[src/rtl/spi_hm_pkg.sv]
`timescale 1ns/1ps
package spi_hm_pkg;
  localparam int DATA_W    = 8;
  localparam int PRESC_W   = 3;
  localparam int PRESC_MAX = 6;
  localparam int ADDR_W    = 2;

  localparam logic [ADDR_W-1:0] A_CFG  = 2'd0;
  localparam logic [ADDR_W-1:0] A_CTL  = 2'd1;
  localparam logic [ADDR_W-1:0] A_DATA = 2'd2;
  localparam logic [ADDR_W-1:0] A_STAT = 2'd3;

  typedef struct packed {
    logic [PRESC_W-1:0] presc;
    logic               rx_fall;
    logic               tx_fall;
    logic               cpol;
    logic               msb_first;
  } cfg_t;

  localparam int CFG_W = $bits(cfg_t);
  localparam cfg_t CFG_RESET = '{presc: 3'd3, rx_fall: 1'b0, tx_fall: 1'b1,
                                 cpol: 1'b1, msb_first: 1'b1};
endpackage

[src/rtl/spi_hm_regs.sv]
`timescale 1ns/1ps
module spi_hm_regs
  import spi_hm_pkg::*;
(
  input  logic              clk,
  input  logic              rst_n,
  input  logic              wr,
  input  logic [ADDR_W-1:0] addr,
  input  logic [DATA_W-1:0] wdata,
  output logic [DATA_W-1:0] rdata,
  input  logic              busy,
  input  logic              done,
  input  logic [DATA_W-1:0] rx_byte,
  output cfg_t              cfg,
  output logic [DATA_W-1:0] tx_byte,
  output logic [DATA_W-1:0] rx_q,
  output logic              hiz,
  output logic              cs,
  output logic              start_go
);
  logic en;

  always_ff @(posedge clk or negedge rst_n) begin
    if (!rst_n) begin
      cfg     <= CFG_RESET;
      en      <= 1'b1;
      hiz     <= 1'b1;
      cs      <= 1'b0;
      tx_byte <= '0;
      rx_q    <= '0;
    end else begin
      if (wr) begin
        case (addr)
          A_CFG:  cfg <= cfg_t'(wdata[CFG_W-1:0]);
          A_CTL: begin
            en  <= wdata[0];
            hiz <= wdata[1];
            cs  <= wdata[2];
          end
          A_DATA: tx_byte <= wdata;
          default: ;
        endcase
      end
      if (done) rx_q <= rx_byte;
    end
  end

  // start needs enable in the same write and an idle engine
  assign start_go = wr && (addr == A_CTL) && wdata[3] && wdata[0] && !busy;

  always_comb begin
    case (addr)
      A_CFG:   rdata = {{(DATA_W-CFG_W){1'b0}}, cfg};
      A_CTL:   rdata = {{(DATA_W-3){1'b0}}, cs, hiz, en};
      A_DATA:  rdata = rx_q;
      default: rdata = {{(DATA_W-1){1'b0}}, busy};
    endcase
  end
endmodule

[src/rtl/spi_hm_clkdiv.sv]
`timescale 1ns/1ps
module spi_hm_clkdiv
  import spi_hm_pkg::*;
(
  input  logic               clk,
  input  logic               rst_n,
  input  logic               run,
  input  logic [PRESC_W-1:0] presc,
  output logic               tick
);
  localparam int CW = (PRESC_MAX > 0) ? PRESC_MAX : 1;

  logic [CW-1:0] cnt;
  logic [CW-1:0] lim;

  always_comb lim = CW'((32'd1 << presc) - 32'd1);

  assign tick = run && (cnt == lim);

  always_ff @(posedge clk or negedge rst_n) begin
    if (!rst_n)           cnt <= '0;
    else if (!run || tick) cnt <= '0;
    else                  cnt <= cnt + 1'b1;
  end
endmodule

[src/rtl/spi_hm_shifter.sv]
`timescale 1ns/1ps
module spi_hm_shifter
  import spi_hm_pkg::*;
(
  input  logic              clk,
  input  logic              rst_n,
  input  logic              go,
  input  cfg_t              cfg_in,
  input  logic [DATA_W-1:0] tx_byte,
  input  logic              tick,
  input  logic              miso,
  output logic              busy,
  output logic              done,
  output logic [DATA_W-1:0] rx_byte,
  output logic              sclk,
  output logic              mosi,
  output cfg_t              act
);
  localparam int EDGES = 2 * DATA_W;
  localparam int EW    = $clog2(EDGES);
  localparam int KW    = $clog2(DATA_W + 1);
  localparam logic [EW-1:0] LAST_EDGE = EW'(EDGES - 1);

  logic              ph;
  logic [EW-1:0]     edge_cnt;
  logic [KW-1:0]     cap_cnt;
  logic [DATA_W-1:0] tx_sh, rx_sh, tx_nxt, rx_nxt;
  logic              step, is_fall, cap, launch;

  assign sclk    = ph ^ act.cpol;
  assign step    = tick && busy;
  assign is_fall = sclk;                 // level before the toggle is high
  assign cap     = step && (is_fall == act.rx_fall);
  assign launch  = step && (is_fall == act.tx_fall) && (cap_cnt != '0);
  assign done    = step && (edge_cnt == LAST_EDGE);

  always_comb begin
    if (act.msb_first) begin
      rx_nxt = {rx_sh[DATA_W-2:0], miso};
      tx_nxt = tx_sh << 1;
    end else begin
      rx_nxt = {miso, rx_sh[DATA_W-1:1]};
      tx_nxt = tx_sh >> 1;
    end
  end

  assign rx_byte = cap ? rx_nxt : rx_sh;
  assign mosi    = act.msb_first ? tx_sh[DATA_W-1] : tx_sh[0];

  always_ff @(posedge clk or negedge rst_n) begin
    if (!rst_n) begin
      busy     <= 1'b0;
      act      <= CFG_RESET;
      ph       <= 1'b0;
      edge_cnt <= '0;
      cap_cnt  <= '0;
      tx_sh    <= '0;
      rx_sh    <= '0;
    end else if (go) begin
      busy      <= 1'b1;
      act       <= cfg_in;
      act.presc <= (cfg_in.presc > PRESC_W'(PRESC_MAX)) ? PRESC_W'(PRESC_MAX) : cfg_in.presc;
      ph        <= 1'b0;
      edge_cnt  <= '0;
      cap_cnt   <= '0;
      tx_sh     <= tx_byte;
      rx_sh     <= '0;
    end else if (step) begin
      ph       <= ~ph;
      edge_cnt <= edge_cnt + 1'b1;
      if (cap) begin
        rx_sh   <= rx_nxt;
        cap_cnt <= cap_cnt + 1'b1;
      end
      if (launch) tx_sh <= tx_nxt;
      if (done)   busy  <= 1'b0;
    end
  end
endmodule

[src/rtl/spi_half_master.sv]
`timescale 1ns/1ps
module spi_half_master
  import spi_hm_pkg::*;
(
  input  logic              clk,
  input  logic              rst_n,
  input  logic              reg_wr,
  input  logic [ADDR_W-1:0] reg_addr,
  input  logic [DATA_W-1:0] reg_wdata,
  output logic [DATA_W-1:0] reg_rdata,
  output logic              spi_sclk,
  output logic              spi_mosi,
  output logic              spi_mosi_oe,
  input  logic              spi_miso,
  output logic              spi_cs_n
);
  cfg_t              cfg, act;
  logic [DATA_W-1:0] tx_byte, rx_byte, rx_q;
  logic              hiz, cs, start_go, busy, done, tick, eng_sclk;

  spi_hm_regs u_regs (
    .clk(clk), .rst_n(rst_n), .wr(reg_wr), .addr(reg_addr), .wdata(reg_wdata),
    .rdata(reg_rdata), .busy(busy), .done(done), .rx_byte(rx_byte),
    .cfg(cfg), .tx_byte(tx_byte), .rx_q(rx_q), .hiz(hiz), .cs(cs),
    .start_go(start_go)
  );

  spi_hm_clkdiv u_div (
    .clk(clk), .rst_n(rst_n), .run(busy), .presc(act.presc), .tick(tick)
  );

  spi_hm_shifter u_eng (
    .clk(clk), .rst_n(rst_n), .go(start_go), .cfg_in(cfg), .tx_byte(tx_byte),
    .tick(tick), .miso(spi_miso), .busy(busy), .done(done), .rx_byte(rx_byte),
    .sclk(eng_sclk), .mosi(spi_mosi), .act(act)
  );

  assign spi_sclk    = busy ? eng_sclk : cfg.cpol;
  assign spi_mosi_oe = busy || !hiz;
  assign spi_cs_n    = !cs;
endmodule

[config.mk]
export PLATFORM = sky130hd
export DESIGN_NAME = spi_half_master
export DESIGN_NICKNAME = d
export VERILOG_FILES = /design/src/rtl/spi_hm_pkg.sv /design/src/rtl/spi_hm_regs.sv /design/src/rtl/spi_hm_clkdiv.sv /design/src/rtl/spi_hm_shifter.sv /design/src/rtl/spi_half_master.sv
export SDC_FILE = /design/constraint.sdc
export NUM_CORES = 1
export LEC_CHECK = 0
export BUFFER_PORTS_ARGS = -buffer_cell sky130_fd_sc_hd__buf_2
export CAP_MARGIN = 0
export CORE_MARGIN = 5
export CORE_UTILIZATION = 45
export DETAILED_ROUTE_END_ITERATION = 7
export SLEW_MARGIN = 30
export SYNTH_ARGS = -nofsm -noshare
export SYNTH_HDL_FRONTEND = slang
export SYNTH_SLANG_ARGS = --single-unit
[constraint.sdc]
create_clock -name clk -period 3.1 [get_ports clk]
set_input_delay 0.62 -clock clk [delete_from_list [all_inputs] [get_ports clk]]
set_output_delay 0.62 -clock clk [all_outputs]
set_load 0.1 [all_outputs]
* After elaboration in Yosys (flattened, before gate mapping) *
Index checks and enable logic that the tools add are counted.

word-level totals
  register bits = 65
  output and inout port bits = 12
  logic and storage cells = 86

operators by class
  $add $sub $neg = 4
  $lt $le $gt $ge = 1
  eq/ne operators = 6
  shifts and indexed selects = 1
  multiplexer cells = 23
  bitwise operators = 2
  reduce and logical (&&, ||, !) cells = 27

operator list
  kind                                                                number
  8-bit 2-to-1 mux                                                    8
  8-bit case mux with 3 select lines                                  1
  4-bit 2-to-1 mux                                                    5
  2-bit AND reduction                                                 6
  1-bit logical AND                                                   10
  4-bit by 1-bit adder with 4-bit output, second input constant       2
  2-bit nonzero test                                                  4
  1-bit 2-to-1 mux                                                    7
  6-bit by 1-bit adder with 6-bit output, second input constant       1
  6-bit == test                                                       1
  6-bit 2-to-1 mux                                                    1
  1-bit by 3-bit left shift with 6-bit output, first input constant   1
  6-bit by 1-bit subtractor with 6-bit output, second input constant  1
  4-bit == test, second input constant                                1
  4-bit nonzero test                                                  1
  3-bit > comparator, second input constant                           1
  1-bit logical NOT                                                   3
  3-bit 2-to-1 mux                                                    1
  1-bit == test                                                       2
  2-bit by 1-bit == test with 1-bit output, second input constant     1
  2-bit == test, second input constant                                1
  2-bit logical NOT                                                   1
  1-bit logical OR                                                    2
  1-bit NOT                                                           1
  1-bit XOR                                                           1

* Logic depth before layout (Yosys ltp) *
Gate-level depths: netlist of run 1.

  word-level depth = 10
  gate-level depth with buffers = 10
  gate-level depth less buffers = 8

* By module *
A second synthesis of run 1 with hierarchy kept.

unflattened totals
  cells, all modules = 305
  area, all modules = 3497.1 sq um

modules (own cells, without submodules)
  module           times used  cells an instance  area each (sq um)  seq. area each (sq um)
  spi_hm_shifter   1           188                1925.6             832.0
  spi_hm_regs      1           75                 1159.9             659.4
  spi_hm_clkdiv    1           39                 386.6              150.1
  spi_half_master  1           3                  25.0               0.0

* Worst setup path after synthesis of run 1 *
OpenSTA, ideal clock, no wires.

  path kind = input to output
  from = input port reg_addr[1]
  to = output port reg_rdata[1]
  data arrival time = 3.223 ns
  setup slack = -0.743 ns
  stages on the path = 3
  buffers on the path = 1
  cells stage by stage = clkbuf_1 > mux2i_1 > o21ai_0

on the way
  cells in the longest elaborated chain, start to end = 2
  elaborated cells between the ends (all ways) = 4

ends and longest elaborated chain
  what                                    RTL line               text
  start, declared                         spi_half_master.sv:8   input logic [ADDR_W-1:0] reg_addr,
  2-bit == test (tied with other cells)   spi_hm_regs.sv:52      case (addr)
  8-bit case mux with 3 select lines (*)  spi_hm_regs.sv:52
  end, declared                           spi_half_master.sv:10  output logic [DATA_W-1:0] reg_rdata,

Mark *: on every way between the ends. The rest lies on a longest branch, timed or not.

* Worst setup path after layout of run 1 *
  from = register u_eng.act[4] (netlist name)
  to = register u_eng.cap_cnt[2]

on the way
  cells in the longest elaborated chain, start to end = 8
  elaborated cells between the ends (all ways) = 9

ends and longest elaborated chain
  what                                             RTL line              text
  1-bit by 3-bit left shift with 6-bit output (*)  spi_hm_clkdiv.sv:16   always_comb lim = CW'((32'd1 << presc) - 32'd1);
  6-bit by 1-bit subtractor with 6-bit output (*)  spi_hm_clkdiv.sv:16
  6-bit == test (*)                                spi_hm_clkdiv.sv:18   assign tick = run && (cnt == lim);
  1-bit logical AND (*)                            spi_hm_clkdiv.sv:18
  1-bit logical AND (*)                            spi_hm_shifter.sv:31  assign step = tick && busy;
  1-bit logical AND                                spi_hm_shifter.sv:33  assign cap = step && (is_fall == act.rx_fall);
  2-bit nonzero test (no source line)              --
  2-bit AND reduction (no source line) (*)         --
  end signal, assigned                             spi_hm_shifter.sv:73  cap_cnt <= cap_cnt + 1'b1;
  end, declared                                    spi_hm_shifter.sv:26  logic [KW-1:0] cap_cnt;

Marked as above.
A chain may end at the register's enable or synchronous reset.

==> results of run 1 <==
==> through the flow <==
step	power, W	setup slack [ns]
floorplan	0.00270	0.00716
global placement	0.00312	0.0459
detailed placement	0.00315	-0.0172
CTS	0.00405	0.0479
global route	0.00440	0.0346
finish	0.00410	0.156
==> logic make-up after synthesis <==
group,synth area share (%)
simple gates,16.4
flops,46.7
compound gates,14.6
buf+inv,3.21
fa+ha+maj,1.78
mux,13.6
xor+xnor,3.63
==> final cells by class <==
cell class	count	area (um2)
inverters	5	18.8
repair buffers	43	260
multi-input cells	264	1810
clock buffers	11	141
flip-flops and latches	65	1640
clock inverters	5	103
well taps	102	128
fillers	706	3550
==> power by group through the flow <==
stage	logic, W	registers [W]	clock network, W
floorplan	0.00138	0.00132	0
global route	0.00202	0.00144	0.000944
detailed placement	0.00175	0.00140	0
global placement	0.00172	0.00140	0
CTS	0.00176	0.00139	0.000902
finish	0.00182	0.00140	0.000888
==> layer usage <==
layer | GRT usage [%] | part of all wire (%)
met4 | 5.57 | 1.2
met3 | 5.21 | 5.1
met2 | 26.8 | 45
met5 | 0 | 0
met1 | 26.4 | 48
==> sequential cells by signal, summed over array words and instances, names as in the netlist <==
| name | flops |
|---|---|
| u_eng.act | 7 |
| u_regs.cfg | 7 |
| u_regs.en | 1 |
| u_regs.cs | 1 |
| u_eng.edge_cnt | 4 |
| u_div.cnt | 6 |
| u_eng.busy | 1 |
| u_regs.rx_q | 8 |
| u_eng.cap_cnt | 4 |
| u_eng.tx_sh | 8 |
| u_regs.tx_byte | 8 |
| u_regs.hiz | 1 |
| u_eng.ph | 1 |
| u_eng.rx_sh | 8 |
==> worst register-to-register path, stage by stage, from the launching register on <==
cell and delay [ns]:
dfstp_2 0.53, inv_1 0.04, or3_1 0.31, ha_2 0.21, o211a_1 0.14, or4_4 0.56
a221o_4 0.42, or4_1 0.51, a21oi_1 0.15
==> cells in the mapped netlist (all sizes together), types with 5 or more instances <==
library cell	n	area (um2)
a21oi	22	110
buf	6	41.3
clkbuf	14	52.6
dfrtp	53	1330
dfstp	12	315
ha	5	62.6
inv	5	18.8
mux2	28	315
mux2i	14	140
nand2	58	218
nand3	10	50.1
nand4	6	37.5
nor2	16	60.1
nor4	6	37.5
o21ai	25	125
o31ai	24	180
or4	5	41.3
xnor2	7	61.3
xor2	5	43.8
==> placed cells by master (no fill, tap or decap), drive strengths merged, types with 5 or more instances in the layout <==
cell type,instances
buf,43
or4,5
inv,5
dfrtp,53
clkbuf,11
nand4,6
nor4,6
xor2,5
nand3,10
nor2,16
mux2,28
xnor2,7
nand2,58
a21oi,22
dfstp,12
ha,5
o21ai,25
mux2i,14
o31ai,24
==> what timing repair did <==
action / CTS / global route
pin swaps: 0 / 1
setup buffers: 0 / 1
resized for setup: 2 / 5
endpoints found under the setup margin: 3 / 12
cloned: 0 / 1
==> final timing paths <==
check	from	endpoint	slack, ns	cells past startpoint
min in group clk	u_eng.act[2]$_DFFE_PN1P_	u_eng.act[2]$_DFFE_PN1P_	0.47	2
min	rst_n	u_regs.cfg[6]$_DFFE_PN0P_	0.20	1
max reg2reg	u_eng.act[4]$_DFFE_PN1P_	u_eng.cap_cnt[2]$_DFFE_PN0P_	0.16	8
max	u_eng.act[4]$_DFFE_PN1P_	u_eng.cap_cnt[2]$_DFFE_PN0P_	0.16	8
min reg2reg	u_eng.act[2]$_DFFE_PN1P_	u_eng.act[2]$_DFFE_PN1P_	0.47	2
max in group asynchronous	rst_n	u_eng.act[0]$_DFFE_PN1P_	2.16	2
==> out/results.txt, run 1 <==
Data arrival time of the worst path: 3.22 ns
Share of cells above drive strength 1: 28.5%
Buffers on Ports: 25
Max-slew headroom: 44.0%
Slowest stage delay, CP: 0.56 ns
Worst-path clk slew: 0.07 ns
Hold-fix buffer count after cts: 0
Antenna cells: 0
Core area: 7650 um2
Minimum clock period: 2.94 ns
Total die area: 9670 um2
Die X: 98.3 um
Area growth syn-to-layout: 16.8%
Kind of critical path: register to register
Number of remaining DRC errors: 0
Mapped Cells: 353
Critical path peak fanout: 7
First-pass GRT wire length: 14,100 um
CP max-delay cell: or4_4
DP Area: 3800 um2
Mapped Nets: 372
Syn Area/Cell: 9.95 um2
CP Launch Type: register
Seq/Total Area, Yosys: 46.7%
Sequential power share: 34.0%
Final instance area: 4100 um2
Endpoints failing setup: 0
Pwr/cell area: 1000 nW/um2
CTS H-Tree Depth: 3
Logic pwr share: 44.3%
Static Leakage: 1.75 nW
# placed instances: 477
Clock Skew: 0.00509 ns
CTS tree: done
Initial Utilization: 45.9%
Worst EP required: 3.38 ns
Switching Fraction: 42.6%
Final-report hold violation count: 0
Worst-Skew Late Latency: 0.35 ns
Hold Slack: 0.204 ns
Placed wire-length estimate: 5750 um
Bufs and invs on worst path: 1
Final ANT Viol Nets: 0
Outcome: completed
Setup crit end kind: register
Unique cell type count in the Yosys netlist: 43
Fmax: 340 MHz
Vias in the first global route: 2,634
Gr ovfl total: 0
Unrepaired setup endpoints after global routing: false
FF+latch count, synth: 65
Top-level I/O count: 26
CTS buffer count: 9
Root Driver: clkbuf_8
Largest net degree at the start of global routing: 28
Crit share post-route: 95.0%
Max Buffers Root-to-Sink: 2
Main synth FF type: dfrtp_1
Gpl congestion: 0.831
Die Height: 98.3 um
Initial drt markers: 121
DR WL/cell: 16.9 um
Worst Max-Slew Pin Slew: 0.833 ns
Drt first pass iters: 5
P_int: 0.00236 W
Initial antenna violation count: 0
Layout Nets: 407
EDFF count, synth: 0
Worst path cell trace: inv_1 -> or3_1 -> ha_2 -> o211a_1 -> or4_4 -> a221o_4 -> or4_1 -> a21oi_1
Vias: 2,795
Final WL: 8380 um
Num rows: 32
Non-Filler Instances: 495
Clock power share: 21.6%
DR vias/cell: 5.65
Ys Warns: 0
Max VDD drop: 0.477 mV
Util after Layout: 53.6%
Synth async-reset ratio: 100%
Post-Syn Area: 3510 um2
Fin Setup TNS: 0 ns
Tot GR Track Use: 18.3%
Clk sinks: 65
HP Class: primary input to async pin
NetSw: 0.00175 W
Slew Viols, Final: 0
Top delay family on crit path: simple AND/OR/NAND/NOR gates
Max-capacitance violation count: 0
No activity file was read; power rests on OpenSTA's default activity.
==> run 2: changes to the inputs <==
--- a/config.mk
+++ b/config.mk
@@ -13,4 +13,5 @@
 export SLEW_MARGIN = 30
 export SYNTH_ARGS = -nofsm -noshare
 export SYNTH_HDL_FRONTEND = slang
+export SYNTH_HIERARCHICAL = 1
 export SYNTH_SLANG_ARGS = --single-unit
==> out/results.txt, run 2 <==
Vias in the first global route: 2,448
Drt first pass iters: 4
Hold-fix buffer count after cts: 0
Syn Area/Cell: 11.5 um2
Gr ovfl total: 0
CP Launch Type: register
Crit share post-route: 90.9%
Share of cells above drive strength 1: 32.1%
Worst Max-Slew Pin Slew: 0.836 ns
Gpl congestion: 0.840
FF+latch count, synth: 65
Die Height: 98.2 um
Initial Utilization: 45.7%
Mapped Cells: 305
Most numerous cell in the Yosys netlist: dfrtp_1
Outcome: completed
Final-report hold violation count: 0
Top cells by area, synth: dfrtp_1 38%, mux2_2 11%, dfstp_2 9.0%
Slew Viols, Final: 0
Most frequent cells in the layout: 53 x dfrtp_1, 34 x mux2_2, 25 x buf_2
Total die area: 9630 um2
Tot GR Track Use: 16.1%
Max Buffers Root-to-Sink: 2
Root Driver: clkbuf_8
CTS H-Tree Depth: 3
Initial antenna violation count: 0
DR vias/cell: 5.43
Main synth FF type: dfrtp_1
Place WS: 0.312 ns
Post-route setup slack: 0.281 ns
Clock Skew: 0.0102 ns
Worst-Skew Late Latency: 0.34 ns
Worst EP required: 3.33 ns
Largest area contributor in the netlist: dfrtp_1
HP Class: primary input to async pin
Endpoints failing setup: 0
Layout Nets: 346
Setup Fix Bufs, Post-CTS: 0
Data arrival time of the worst path: 3.04 ns
Mapped Nets: 323
Pwr/cell area: 1010 nW/um2
Minimum clock period: 2.82 ns
Util after Layout: 50.8%
Max-capacitance violation count: 0
Fmax: 355 MHz
Antenna cells: 0
Ys Warns: 6
First-pass GRT wire length: 12,500 um
Commonest non-fill, non-tap cell in the layout: dfrtp_1
Seq/Total Area, Yosys: 46.9%
DR WL/cell: 16.5 um
Top-level I/O count: 26
Largest net degree at the start of global routing: 66
Static Leakage: 1.69 nW
Area growth syn-to-layout: 11.2%
Num rows: 32
Hold Slack: 0.465 ns
Critical path peak fanout: 8
Synth cell count leaders: 53 x dfrtp_1, 34 x mux2_2, 19 x nor2_1, 17 x a21oi_1, 15 x nand2_1
Clk sinks: 65
Number of remaining DRC errors: 0
Unique cell type count in the Yosys netlist: 52
Unrepaired setup endpoints after global routing: false
Die X: 98.2 um
Max-slew headroom: 44.3%
# resized after CTS: 0
Final WL: 7160 um
Max VDD drop: 0.405 mV
Worst-path clk slew: 0.07 ns
EDFF count, synth: 0
Kind of critical path: register to register
CTS buffer count: 9
Synth async-reset ratio: 100%
Buffers on Ports: 25
Vias: 2,360
Final-layout fill cell count: 690
CTS tree: done
Final ANT Viol Nets: 0
Post-synth top area share: 37.9%
Placed wire-length estimate: 4850 um
Setup crit end kind: register
Core area: 7650 um2
Fin Setup TNS: 0 ns
Initial drt markers: 139
Post-Syn Area: 3500 um2
[run 2: cell types whose count changed after synthesis, moves of 5 or more]
| cell | change |
|---|---|
| a21oi_1 | -5 |
| nor3_1 | +8 |
| nor2b_1 | +12 |
| a31oi_1 | +6 |
| a41o_1 | +6 |
| o31ai_1 | -21 |
| nor4_1 | -6 |
| a211oi_1 | +5 |
| a2111oi_2 | +7 |
| o21ai_0 | -16 |
| nand2_1 | -43 |
| mux2_2 | +6 |
| clkbuf_1 | -5 |
[run 2: metal layers]
layer	global-route usage, %	wire length, um	vias up	share of wire [%]
met5	0	0	-	0
li1	-	-	1174	-
met1	22.8	3520	1158	49
met2	24.6	3370	20	47
met3	2.71	145	8	2.0
met4	6.62	121	0	1.7
[run 2: kinds of logic (layout without fill, tap and decap cells)]
kind of cell | count (synthesis) | in the layout | share of synthesized area (%)
XOR/XNOR | 12 | 12 | 4.65
AND/OR/NAND/NOR | 83 | 83 | 12.8
multiplexers | 48 | 48 | 15.5
AO/OA/AOI/OAI | 65 | 65 | 14.5
adder cells (fa/ha/maj) | 5 | 5 | 1.72
buffers and inverters | 27 | 55 | 3.94
flip-flops | 65 | 65 | 46.9
[run 2: report_power, final]
| part | internal, W | switching [W] |
|---|---|---|
| combinational | 0.000666 | 0.00108 |
| clock | 0.000334 | 0.000312 |
| sequential | 0.00119 | 0.000340 |
[run 2: worst paths after layout]
kind	from	to	slack, ns	cells past startpoint
hold / removal	rst_n	u_eng/tx_sh[2]$_DFFE_PN0P_	0.46	2
min in group clk	u_regs/tx_byte[1]$_DFFE_PN0P_	u_regs/tx_byte[1]$_DFFE_PN0P_	0.51	1
hold reg to reg	u_regs/tx_byte[1]$_DFFE_PN0P_	u_regs/tx_byte[1]$_DFFE_PN0P_	0.51	1
setup / recovery	u_eng/act[6]$_DFFE_PN0P_	u_regs/rx_q[6]$_DFFE_PN0P_	0.28	9
max in group asynchronous	rst_n	u_eng/rx_sh[0]$_DFFE_PN0P_	2.08	2
setup reg to reg	u_eng/act[6]$_DFFE_PN0P_	u_regs/rx_q[6]$_DFFE_PN0P_	0.28	9
[run 2: cell type report]
class | instances | area [um2] | share of cell area [%]
multi-input combinational | 213 | 1720 | 44.3
tap | 102 | 128 | 3.28
timing repair buffer | 33 | 198 | 5.09
sequential | 65 | 1640 | 42.2
clock buffer | 14 | 163 | 4.18
clock inverter | 2 | 12.5 | 0.322
inverter | 6 | 22.5 | 0.579
[run 2: through the flow]
stage	std cells	total power, W	cell area (um2)
6_report	435	0.00393	3890
5_1_grt	435	0.00422	3890
4_1_cts	435	0.00396	3890
3_5_place_dp	419	0.00331	3710
3_3_place_gp	419	0.00328	3710
2_1_floorplan	305	0.00300	3500
[run 2: critical path, stage by stage, from the launching register on]
cell and delay, ns:
dfrtp_1 0.43, or4_1 0.53, a21oi_1 0.13, a31o_2 0.19, and3_1 0.24, nand2_1 0.19, buf_4 0.23, a2111oi_2 0.42
nor2_1 0.08, mux2_2 0.27
==> run 3: changes to the inputs <==
--- a/config.mk
+++ b/config.mk
@@ -10,6 +10,7 @@
 export CORE_MARGIN = 5
 export CORE_UTILIZATION = 45
 export DETAILED_ROUTE_END_ITERATION = 7
+export RECOVER_POWER = 25
 export SLEW_MARGIN = 30
 export SYNTH_ARGS = -nofsm -noshare
 export SYNTH_HDL_FRONTEND = slang
==> out/results.txt, run 3 (same netlist as run 2, synthesis figures left out) <==
Switching Fraction: 44.1%
Placed wire-length estimate: 4850 um
Data arrival time of the worst path: 3.04 ns
Setup crit end kind: register
Commonest non-fill, non-tap cell in the layout: dfrtp_1
Gr ovfl total: 0
First-pass GRT wire length: 12,500 um
Max-capacitance violation count: 1
Worst-path clk slew: 0.07 ns
Root Driver: clkbuf_8
Antenna cells: 0
DR WL/cell: 16.5 um
Clock power share: 16.5%
Gpl congestion: 0.840
Worst path cell trace: or4_1 -> a21oi_1 -> a31o_2 -> and3_1 -> nand2_1 -> buf_4 -> a2111oi_2 -> nor2_1 -> mux2_2
Slew Viols, Final: 66
Endpoints failing setup: 0
Initial antenna violation count: 0
Num rows: 32
Max-slew headroom: -8.36%
Hold Slack: 0.508 ns
Logic pwr share: 44.5%
DR vias/cell: 5.43
Tot GR Track Use: 16.1%
Max VDD drop: 0.405 mV
Largest net degree at the start of global routing: 66
Buffers on Ports: 25
Bufs and invs on worst path: 1
CP Launch Type: register
Sequential power share: 39.0%
CTS tree: done
Clk sinks: 65
Vias in the first global route: 2,448
Core area: 7650 um2
Share of cells above drive strength 1: 32.1%
CTS buffer count: 9
Setup Fix Bufs, Post-CTS: 0
Minimum clock period: 2.82 ns
Worst EP required: 3.33 ns
Top delay family on crit path: simple AND/OR/NAND/NOR gates
Critical path peak fanout: 8
Max Buffers Root-to-Sink: 2
# resized after CTS: 0
NetSw: 0.00173 W
Layout Nets: 346
HP Class: register to register
Vias: 2,360
P_int: 0.00219 W
Kind of critical path: register to register
Crit share post-route: 90.9%
Die X: 98.2 um
Initial drt markers: 139
Die Height: 98.2 um
Drt first pass iters: 4
Slowest stage delay, CP: 0.53 ns
Most frequent cells in the layout: 53 x dfrtp_1, 34 x mux2_2, 25 x buf_2
Number of remaining DRC errors: 0
CP max-delay cell: or4_1
Outcome: finished with violations
Hold-fix buffer count after cts: 0
Fin Setup TNS: 0 ns
Clock Skew: 0.0102 ns
Top-level I/O count: 26
CTS H-Tree Depth: 3
Total die area: 9630 um2
Final WL: 7160 um
Worst-Skew Late Latency: 0.34 ns
Worst Max-Slew Pin Slew: 1.63 ns
Initial Utilization: 45.7%
Failing checks: max-capacitance violations, max-slew violations
Static Leakage: 1.69 nW
Final ANT Viol Nets: 0
Final-report hold violation count: 0
Fmax: 355 MHz
Final-layout fill cell count: 691
Area growth syn-to-layout: 11.1%
Pwr/cell area: 1010 nW/um2
Unrepaired setup endpoints after global routing: false
## run 3: path summary, 6_finish.rpt
kind	start	end	slack [ns]	cells past startpoint
min in group asynchronous	rst_n	u_eng/tx_sh[2]$_DFFE_PN0P_	0.78	2
worst max register to register	u_eng/act[6]$_DFFE_PN0P_	u_regs/rx_q[6]$_DFFE_PN0P_	0.28	9
worst min register to register	u_regs/tx_byte[1]$_DFFE_PN0P_	u_regs/tx_byte[1]$_DFFE_PN0P_	0.51	1
worst max-delay path	u_eng/act[6]$_DFFE_PN0P_	u_regs/rx_q[6]$_DFFE_PN0P_	0.28	9
max in group asynchronous	rst_n	u_eng/rx_sh[0]$_DFFE_PN0P_	1.35	2
worst min-delay path	u_regs/tx_byte[1]$_DFFE_PN0P_	u_regs/tx_byte[1]$_DFFE_PN0P_	0.51	1
## run 3: metrics by stage
| step | area, um2 | util (%) | power [W] | std cells | worst slack (ns) |
|---|---|---|---|---|---|
| floorplan | 3500 | - | 0.00300 | 305 | 0.153 |
| finish | 3880 | 50.8 | 0.00393 | 435 | 0.281 |
| global placement | 3710 | 48.5 | 0.00328 | 419 | 0.354 |
| CTS | 3890 | 50.8 | 0.00396 | 435 | 0.280 |
| global route | 3880 | 50.8 | 0.00422 | 435 | 0.0592 |
| detailed placement | 3710 | 48.5 | 0.00331 | 419 | 0.312 |
## run 3: final cells by class
class / count / area, um2 / area share [%]
clock inverters: 2 / 12.5 / 0.322
flip-flops and latches: 65 / 1640 / 42.3
well taps: 102 / 128 / 3.29
inverters: 6 / 22.5 / 0.580
multi-input cells: 213 / 1720 / 44.3
repair buffers: 33 / 195 / 5.02
clock buffers: 14 / 163 / 4.19
## run 3: worst reg2reg max path, delay by kind of cell (launching register included)
| family | cells | cell delay (ns) |
|---|---|---|
| AOI/OAI and AO/OA | 3 | 0.74 |
| buffers and inverters | 1 | 0.24 |
| DFF | 1 | 0.43 |
| muxes | 1 | 0.27 |
| and+or+nand+nor | 4 | 1.04 |
## run 3: power groups by stage
stage,combinational [W],sequential [W],clock [W]
5_1_grt,0.00192,0.00159,0.000705
4_1_cts,0.00176,0.00153,0.000671
2_1_floorplan,0.00160,0.00140,0
3_5_place_dp,0.00176,0.00155,0
6_report,0.00175,0.00153,0.000646
3_3_place_gp,0.00174,0.00154,0
## run 3: routing by layer
layer | GRT usage [%] | part of all wire (%)
met2 | 24.6 | 47
met3 | 2.71 | 2.0
met5 | 0 | 0
met4 | 6.62 | 1.7
met1 | 22.8 | 49
